**config.mk**
```make
export PLATFORM = sky130hd
export DESIGN_NAME = cplx_conj_mult
export DESIGN_NICKNAME = d
export VERILOG_FILES = /design/src/rtl/cmul_pkg.sv /design/src/rtl/cmul_pipe.sv /design/src/rtl/cmul_prod.sv /design/src/rtl/cmul_comb.sv /design/src/rtl/cplx_conj_mult.sv
export SDC_FILE = /design/constraint.sdc
export NUM_CORES = 2
export LEC_CHECK = 0
export CORE_MARGIN = 2
export CORE_UTILIZATION = 30
export CTS_CLUSTER_SIZE = 40
export DETAILED_ROUTE_END_ITERATION = 8
export GPL_ROUTABILITY_DRIVEN = 0
export MAX_ROUTING_LAYER = met4
export SYNTH_ARGS = -nofsm -noshare
export SYNTH_HDL_FRONTEND = slang
export SYNTH_SLANG_ARGS = --single-unit
```
**constraint.sdc**
```tcl
create_clock -name clk -period 8.3 [get_ports clk]
set_input_delay 1.66 -clock clk [delete_from_list [all_inputs] [get_ports clk]]
set_output_delay 1.66 -clock clk [all_outputs]
set_load 0.005 [all_outputs]
```
**src/rtl/cmul_pkg.sv**
```systemverilog
package cmul_pkg;

    typedef enum logic {
        CM_PLAIN  = 1'b0,
        CM_CONJ_B = 1'b1
    } cm_mode_e;

    function automatic int cm_latency(input int n_in, input int n_prod,
                                      input int n_add, input int n_out);
        return n_in + n_prod + n_add + n_out;
    endfunction

endpackage

```
**src/rtl/cmul_pipe.sv**
```systemverilog
module cmul_pipe #(
    parameter int W = 8,
    parameter int N = 1
) (
    input  logic         clk,
    input  logic         rst,
    input  logic         ce,
    input  logic [W-1:0] d,
    output logic [W-1:0] q
);

    generate
        if (N == 0) begin : g_wire
            logic unused_ctl;
            assign unused_ctl = ^{clk, rst, ce};
            assign q = d;
        end else begin : g_regs
            logic [W-1:0] stg_d [N];
            logic [W-1:0] stg_q [N];

            always_comb begin
                stg_d[0] = d;
                for (int i = 1; i < N; i++) begin
                    stg_d[i] = stg_q[i-1];
                end
            end

            always_ff @(posedge clk) begin
                if (rst) begin
                    for (int i = 0; i < N; i++) begin
                        stg_q[i] <= '0;
                    end
                end else if (ce) begin
                    stg_q <= stg_d;
                end
            end

            assign q = stg_q[N-1];

            // a disabled clock enable freezes the stage output
            a_r7_stage_hold: assert property (@(posedge clk) disable iff (rst)
                !ce |=> $stable(q));

            // the edge after reset shows a cleared stage
            a_r6_stage_clear: assert property (@(posedge clk) disable iff (rst)
                $past(rst) |-> (q == '0));
        end
    endgenerate

endmodule

```
**src/rtl/cmul_prod.sv**
```systemverilog
module cmul_prod #(
    parameter int OP_W = 18,
    localparam int PW  = 2 * OP_W
) (
    input  logic                   clk,
    input  logic                   rst,
    input  logic signed [OP_W-1:0] a_re,
    input  logic signed [OP_W-1:0] a_im,
    input  logic signed [OP_W-1:0] b_re,
    input  logic signed [OP_W-1:0] b_im,
    output logic signed [PW-1:0]   p_rr,
    output logic signed [PW-1:0]   p_ii,
    output logic signed [PW-1:0]   p_ri,
    output logic signed [PW-1:0]   p_ir
);

    always_comb begin
        p_rr = PW'(a_re) * PW'(b_re);
        p_ii = PW'(a_im) * PW'(b_im);
        p_ri = PW'(a_re) * PW'(b_im);
        p_ir = PW'(a_im) * PW'(b_re);
    end

    // a zero real part of a zeroes both products it feeds
    a_r1_zero_factor: assert property (@(posedge clk) disable iff (rst)
        (a_re == '0) |-> (p_rr == '0 && p_ri == '0));

endmodule

```
**src/rtl/cmul_comb.sv**
```systemverilog
module cmul_comb
    import cmul_pkg::*;
#(
    parameter int       OP_W = 18,
    parameter cm_mode_e MODE = CM_PLAIN,
    localparam int      PW   = 2 * OP_W,
    localparam int      RW   = 2 * OP_W + 1
) (
    input  logic                 clk,
    input  logic                 rst,
    input  logic signed [PW-1:0] p_rr,
    input  logic signed [PW-1:0] p_ii,
    input  logic signed [PW-1:0] p_ri,
    input  logic signed [PW-1:0] p_ir,
    output logic signed [RW-1:0] res_re,
    output logic signed [RW-1:0] res_im
);

    logic signed [RW-1:0] e_rr, e_ii, e_ri, e_ir;

    always_comb begin
        e_rr = {p_rr[PW-1], p_rr};
        e_ii = {p_ii[PW-1], p_ii};
        e_ri = {p_ri[PW-1], p_ri};
        e_ir = {p_ir[PW-1], p_ir};
    end

    generate
        if (MODE == CM_CONJ_B) begin : g_conj
            always_comb begin
                res_re = e_rr + e_ii;
                res_im = e_ir - e_ri;
            end
            // equal cross products cancel in the imaginary part
            a_r2_cross_cancel: assert property (@(posedge clk) disable iff (rst)
                (p_ri == p_ir) |-> (res_im == '0));
        end else begin : g_plain
            always_comb begin
                res_re = e_rr - e_ii;
                res_im = e_ri + e_ir;
            end
            // equal direct products cancel in the real part
            a_r1_direct_cancel: assert property (@(posedge clk) disable iff (rst)
                (p_rr == p_ii) |-> (res_re == '0));
        end
    endgenerate

endmodule

```
**src/rtl/cplx_conj_mult.sv**
```systemverilog
module cplx_conj_mult
    import cmul_pkg::*;
#(
    parameter int       OP_W   = 18,
    parameter cm_mode_e MODE   = CM_PLAIN,
    parameter int       N_IN   = 1,
    parameter int       N_PROD = 0,
    parameter int       N_ADD  = 1,
    parameter int       N_OUT  = 1,
    localparam int      PW     = 2 * OP_W,
    localparam int      RW     = 2 * OP_W + 1,
    localparam int      LAT    = cm_latency(N_IN, N_PROD, N_ADD, N_OUT)
) (
    input  logic                 clk,
    input  logic                 rst,
    input  logic                 ce,
    input  logic [OP_W-1:0]      a_re,
    input  logic [OP_W-1:0]      a_im,
    input  logic [OP_W-1:0]      b_re,
    input  logic [OP_W-1:0]      b_im,
    input  logic                 in_vld,
    output logic [RW-1:0]        prod_re,
    output logic [RW-1:0]        prod_im,
    output logic                 out_vld
);

    logic [4*OP_W-1:0] ops_q;
    logic [4*PW-1:0]   pp_d, pp_q;
    logic [2*RW-1:0]   sum_d, sum_q, res_q;

    logic signed [OP_W-1:0] s_are, s_aim, s_bre, s_bim;
    logic signed [PW-1:0]   p_rr, p_ii, p_ri, p_ir;
    logic signed [RW-1:0]   c_re, c_im;

    cmul_pipe #(.W(4*OP_W), .N(N_IN)) u_in_stg (
        .clk(clk), .rst(rst), .ce(ce),
        .d({a_re, a_im, b_re, b_im}), .q(ops_q)
    );

    assign {s_are, s_aim, s_bre, s_bim} = ops_q;

    cmul_prod #(.OP_W(OP_W)) u_prod (
        .clk(clk), .rst(rst),
        .a_re(s_are), .a_im(s_aim), .b_re(s_bre), .b_im(s_bim),
        .p_rr(p_rr), .p_ii(p_ii), .p_ri(p_ri), .p_ir(p_ir)
    );

    assign pp_d = {p_rr, p_ii, p_ri, p_ir};

    cmul_pipe #(.W(4*PW), .N(N_PROD)) u_prod_stg (
        .clk(clk), .rst(rst), .ce(ce), .d(pp_d), .q(pp_q)
    );

    cmul_comb #(.OP_W(OP_W), .MODE(MODE)) u_comb (
        .clk(clk), .rst(rst),
        .p_rr(pp_q[4*PW-1:3*PW]), .p_ii(pp_q[3*PW-1:2*PW]),
        .p_ri(pp_q[2*PW-1:PW]),   .p_ir(pp_q[PW-1:0]),
        .res_re(c_re), .res_im(c_im)
    );

    assign sum_d = {c_re, c_im};

    cmul_pipe #(.W(2*RW), .N(N_ADD)) u_add_stg (
        .clk(clk), .rst(rst), .ce(ce), .d(sum_d), .q(sum_q)
    );

    cmul_pipe #(.W(2*RW), .N(N_OUT)) u_out_stg (
        .clk(clk), .rst(rst), .ce(ce), .d(sum_q), .q(res_q)
    );

    assign {prod_re, prod_im} = res_q;

    cmul_pipe #(.W(1), .N(LAT)) u_vld_dly (
        .clk(clk), .rst(rst), .ce(ce), .d(in_vld), .q(out_vld)
    );

    generate
        if (LAT > 0) begin : g_chk
            // the whole result side freezes while ce is low
            a_r7_hold_out: assert property (@(posedge clk) disable iff (rst)
                !ce |=> ($stable(prod_re) && $stable(prod_im) && $stable(out_vld)));

            // reset leaves data and valid cleared
            a_r6_reset_out: assert property (@(posedge clk) disable iff (rst)
                $past(rst) |-> (prod_re == '0 && prod_im == '0 && !out_vld));
        end
    endgenerate

endmodule

```
### Word level (Yosys, flattened, before mapping)

Cells that the tools add are included.

| operators by class | value |
|---|---|
| equal/unequal tests | 0 |
| $add $sub $neg | 2 |
| mux-type cells | 0 |
| divide/modulo/power cells | 0 |
| shifts and indexed selects | 0 |
| magnitude comparators | 0 |
| reductions and logical operators | 0 |
| bitwise gates (word level) | 0 |
| multipliers | 4 |

Operators with widths:

| cell | count |
|---|---|
| $mul 18x18->36 | 4 |
| $add 36x36->37 | 1 |
| $sub 36x36->37 | 1 |

| storage, ports and cells | value |
|---|---|
| latch bits | 0 |
| register bits after elaboration | 223 |
| memory bits (writable) | 0 |
| memory bits (read-only) | 0 |
| output and inout port bits | 75 |
| memories | 0 |
| input bits | 76 |

### Logic depth before layout (Yosys ltp)

| logic depth | value |
|---|---|
| depth after elaboration | 2 |
| gate-level depth with buffers | 30 |
| mapped depth without buffers | 28 |

### Modules after synthesis

From an unflattened synthesis, not the netlist that was laid out.

| unflattened totals | value |
|---|---|
| cells, all modules | 6863 |
| area, all modules | 61640.4 sq um |

By module, submodules not included:

| module | area an instance (sq um) | instances | cells each |
|---|---|---|---|
| cmul_prod | 48554.1 | 1 | 5427 |
| cmul_pipe at u_add_stg ... | 2670.1 | 2 | 238 |
| cmul_comb | 3983.8 | 1 | 575 |
| cmul_pipe at u_in_stg | 2580.0 | 1 | 232 |
| cmul_pipe at u_prod_stg | 1081.0 | 1 | 144 |
| cmul_pipe at u_vld_dly | 101.3 | 1 | 9 |

### Worst setup path before layout

Ideal clock, no wire load.

| path | value |
|---|---|
| kind | reg2reg |
| start point | register u_in_stg.g_regs.stg_q, in the netlist u_in_stg.q[53] |
| end point | register u_add_stg.g_regs.stg_q, in the netlist u_add_stg.q[71] |
| stages on the path, launching flop included | 26 |
| setup time | 0.132 ns |
| path buffers | 2 |
| clock period less this slack | 7.461 ns |
| path slack | 0.839 ns |
| data arrival time | 7.329 ns |
| path through | dfxtp_1 clkbuf_1 clkbuf_1 nand2_1 inv_1 fa_1 fa_1 fa_1 inv_1 fa_1 fa_1 fa_1 fa_1 inv_1 fa_1 inv_1 ha_1 a21o_1 a311oi_1 o21bai_1 a221o_1 nand3_1 nand2_1 o41ai_2 mux2i_1 nor3_1 |

| between the ends | value |
|---|---|
| cells in the longest elaborated chain, start to end | 2 |

Ends and longest elaborated chain:

| element | line | RTL |
|---|---|---|
| from (decl) | cmul_pipe.sv:19 | `logic [W-1:0] stg_q [N];` |
| from (signal assigned) | cmul_pipe.sv:34 | `stg_q <= stg_d;` |
| $mul 18x18->36 | cmul_prod.sv:19 | `p_ii = PW'(a_im) * PW'(b_im);` |
| $sub 36x36->37 | cmul_comb.sv:39 | `res_re = e_rr - e_ii;` |
| to (signal assigned) | cmul_pipe.sv:34 |  |
| to (decl) | cmul_pipe.sv:19 |  |

Every way passes these cells.
A chain may end at the register's enable or synchronous reset.

### Worst setup path in the final report

| path | value |
|---|---|
| start point | register u_in_stg.g_regs.stg_q, in the netlist u_in_stg.q[56] |
| end point | register u_add_stg.g_regs.stg_q, in the netlist u_add_stg.q[29] |

| between the ends | value |
|---|---|
| cells in the longest elaborated chain, start to end | 2 |

Ends and longest elaborated chain:

| element | line | RTL |
|---|---|---|
| $mul 18x18->36 | cmul_prod.sv:20 | `p_ri = PW'(a_re) * PW'(b_im);` |
| $add 36x36->37 | cmul_comb.sv:40 | `res_im = e_ri + e_ir;` |

Every way passes these cells.

==> run metrics <==
CP max stage delay=0.83 ns; first-pass GRT wire length=254200 um; initial antenna violation count=2; Overflow after GRT=0; CTS tree=yes; skew final=0.04390 ns; die footprint=193000 um^2; Slew Viols, Final=0; Syn Inst Count=6001; Worst Setup End Kind=flip-flop; fin util=0.3344; clock tree buffer depth=3; XOR/XNOR Fraction of Synth Area=0.01495; hold buffers post-CTS=0; VDD IR-drop max=0.6154 mV; chip width=439.3 um; Routed Antenna Nets=0; setup bufs post-CTS=0; CP dominant cell by count=fa_1; Min Hold Slack=0.4623 ns; Filler cells=19400; compound-cell area share of the yosys netlist=0.02602; clk sinks=223; Core Area=188000 um^2; vias in the first global route=43120; Yosys reg bits=223; Synth cell types=63; DR vias/cell=4.614; TritonCTS Buffers=28; Synth warnings=0; CP Max Fanout=13; crit path cell chain=nand2_1 > fa_1 > inv_1 > fa_1 > inv_1 > fa_1 > inv_1 > fa_1 > fa_1 > fa_1 > fa_1 > inv_1 > fa_1 > inv_1 > ha_1 > and2_1 > a221oi_1 > a41o_1 > o211a_1 > nor2b_1 > o41ai_1 > xnor2_1 > mux2i_1 > nor2_1; Finish-stage setup viols=0; CP Data Required Time=8.77 ns; TNS Setup=0 ns; final critical-path required period=8.091 ns; DR iter-0 viols=2407; register area=4473 um^2; P&R area growth vs syn=10.60%; Seq/Total Area, Yosys=0.07854; multi-input logic area=45500 um^2; clk slew on worst S/H paths=0.07 ns; Syn Nets=7870; crit start category=flip-flop; Worst-Skew Late Latency=0.63 ns; Synth Area in Adders=0.5888; HPWL Detailed=128700 um; Worst slew margin=0.3372; Mapped Area=56840 um^2; final worst slack=0.2090 ns; nets=7870; vias post-DR=39300; EDFF count, synth=0; commonest cells after routing, fill and taps aside=1490 x inv_1, 1469 x fa_1, 715 x nand2_1, 562 x and2_1, 323 x ha_1; worst slew pin tran=0.9941 ns; CTS resizes=1; H-tree Lvls=1; ratio of cells with drive above 1 in the final layout=0.03836; Remaining DRCs=0; Hold Vio Cnt, Final=0; Pwr Density=263.9 nW/um^2; Worst Hold Class=reg2reg; largest net degree at the start of global routing=98; Total GRT Usage=0.1762; Leak=0.02986 uW; Post-Synth Simple-Gate Area=0.1376; FP Rows=159; initial core utilization=0.3024; average size of a mapped cell=9.472 um^2; most common cell after layout, fill and taps aside=inv_1; num ports=151; Buffers on Ports=150; pre-CTS WS=-0.001037 ns; kind of critical path=reg2reg; Die Ht=439.3 um; ys async rst share=0; RSZ-0062 raised after global routing=false; Tcrit/Tclk final=0.9748; DRT Wirelength=159400 um; Routed WL per cell=18.71 um; Max Clock Freq=0.1236 GHz; DRT Pass-1 Iters=5; multiplexer share of the synthesized area=0.03275; combinational family with the most area after synthesis=adder cells; max-cap violations=0; top_reg_cell synth=dfxtp_1; status=completed; Root Buffer=clkbuf_16; slowest cell on the critical path=dfxtp_1; Critical Path AT=8.56 ns
==> per-layer routing <==
metal	GRT usage	wire, um	vias to the layer above	part of all wire
li1	-	-	17180	-
met1	0.2259	65290	20650	0.41
met2	0.2852	77200	1225	0.48
met3	0.02413	10030	247	0.063
met4	0.06130	6851	0	0.043
met5	-	0	-	0
==> power breakdown <==
| part | switching, uW | total (uW) | internal, uW | leakage (uW) |
|---|---|---|---|---|
| clock network | 564 | 1270 | 702 | 0.000435 |
| registers | 142 | 1410 | 1270 | 0.00183 |
| logic | 8230 | 13900 | 5680 | 0.0276 |
==> cell usage after synthesis (all sizes together), types with 6 or more instances <==
library cell / count / share of area
and2: 562 / 0.062
ha: 323 / 0.071
nand2b: 33 / 0.0036
clkbuf: 331 / 0.022
xor2: 21 / 0.0032
o21a: 9 / 0.0012
buf: 13 / 0.00090
a31oi: 10 / 0.0011
dfxtp: 223 / 0.079
a21oi: 54 / 0.0048
o21bai: 6 / 0.00079
nand3: 14 / 0.0012
inv: 1490 / 0.098
o22ai: 6 / 0.00066
nand2: 715 / 0.047
a211oi: 15 / 0.0020
a21o: 36 / 0.0048
mux2i: 186 / 0.033
o211ai: 7 / 0.0010
nor2b: 9 / 0.00099
o21ai: 34 / 0.0031
nor2: 283 / 0.019
xnor2: 76 / 0.012
nor3: 11 / 0.00097
fa: 1470 / 0.52
==> cells by family (layout without fill, tap and decap cells) <==
family / Yosys count / after routing
other cells: 0 / 1
buf+inv: 1836 / 1857
compound gates: 215 / 215
xor+xnor: 97 / 97
mux: 186 / 186
simple gates: 1651 / 1651
fa+ha+maj: 1793 / 1793
flops: 223 / 223
==> area by class of cell <==
type                       instances  share of cell area
antenna                            1          0.00003980
clock inverter                    14            0.002110
sequential                       223             0.07115
tap                             2495             0.04966
timing repair buffer             314             0.05177
clock buffer                      37             0.01250
multi-input combinational       3942              0.7237
inverter                        1492             0.08908
==> flip-flops by register name, summed over array words and instances, names as in the netlist <==
register	count
u_in_stg.q	72
u_vld_dly.g_regs.stg_d	2
u_vld_dly.q	1
u_out_stg.q	74
u_add_stg.q	74
==> final timing paths <==
kind                         from               to  slack, ns  depth (start not counted)
setup / recovery   u_in_stg.q[56]  u_add_stg.q[29]       0.21                         24
setup reg to reg   u_in_stg.q[56]  u_add_stg.q[29]       0.21                         24
hold reg to reg   u_add_stg.q[32]  u_add_stg.q[32]       0.46                          2
hold / removal    u_add_stg.q[32]  u_add_stg.q[32]       0.46                          2
==> per-stage QoR <==
stage / instance area (um^2) / power (uW) / std cells
global route: 62870 / 18190 / 8518
finish: 62870 / 16590 / 8518
CTS: 62840 / 16640 / 8517
detailed placement: 61920 / 15270 / 8466
floorplan: 56840 / 10720 / 6001
global placement: 61920 / 15040 / 8466
==> critical path, delay by kind of cell, from the launching register on <==
family,cells,cell delay (ns)
AOI/OAI and AO/OA,4,1.49
xor gates and xnor gates,1,0.10
buffers and inverters,5,0.26
muxes,1,0.14
and+or+nand+nor,4,0.54
DFF,1,0.83
adders and majority gates,9,4.56
Power figures use the tool's default switching activity.
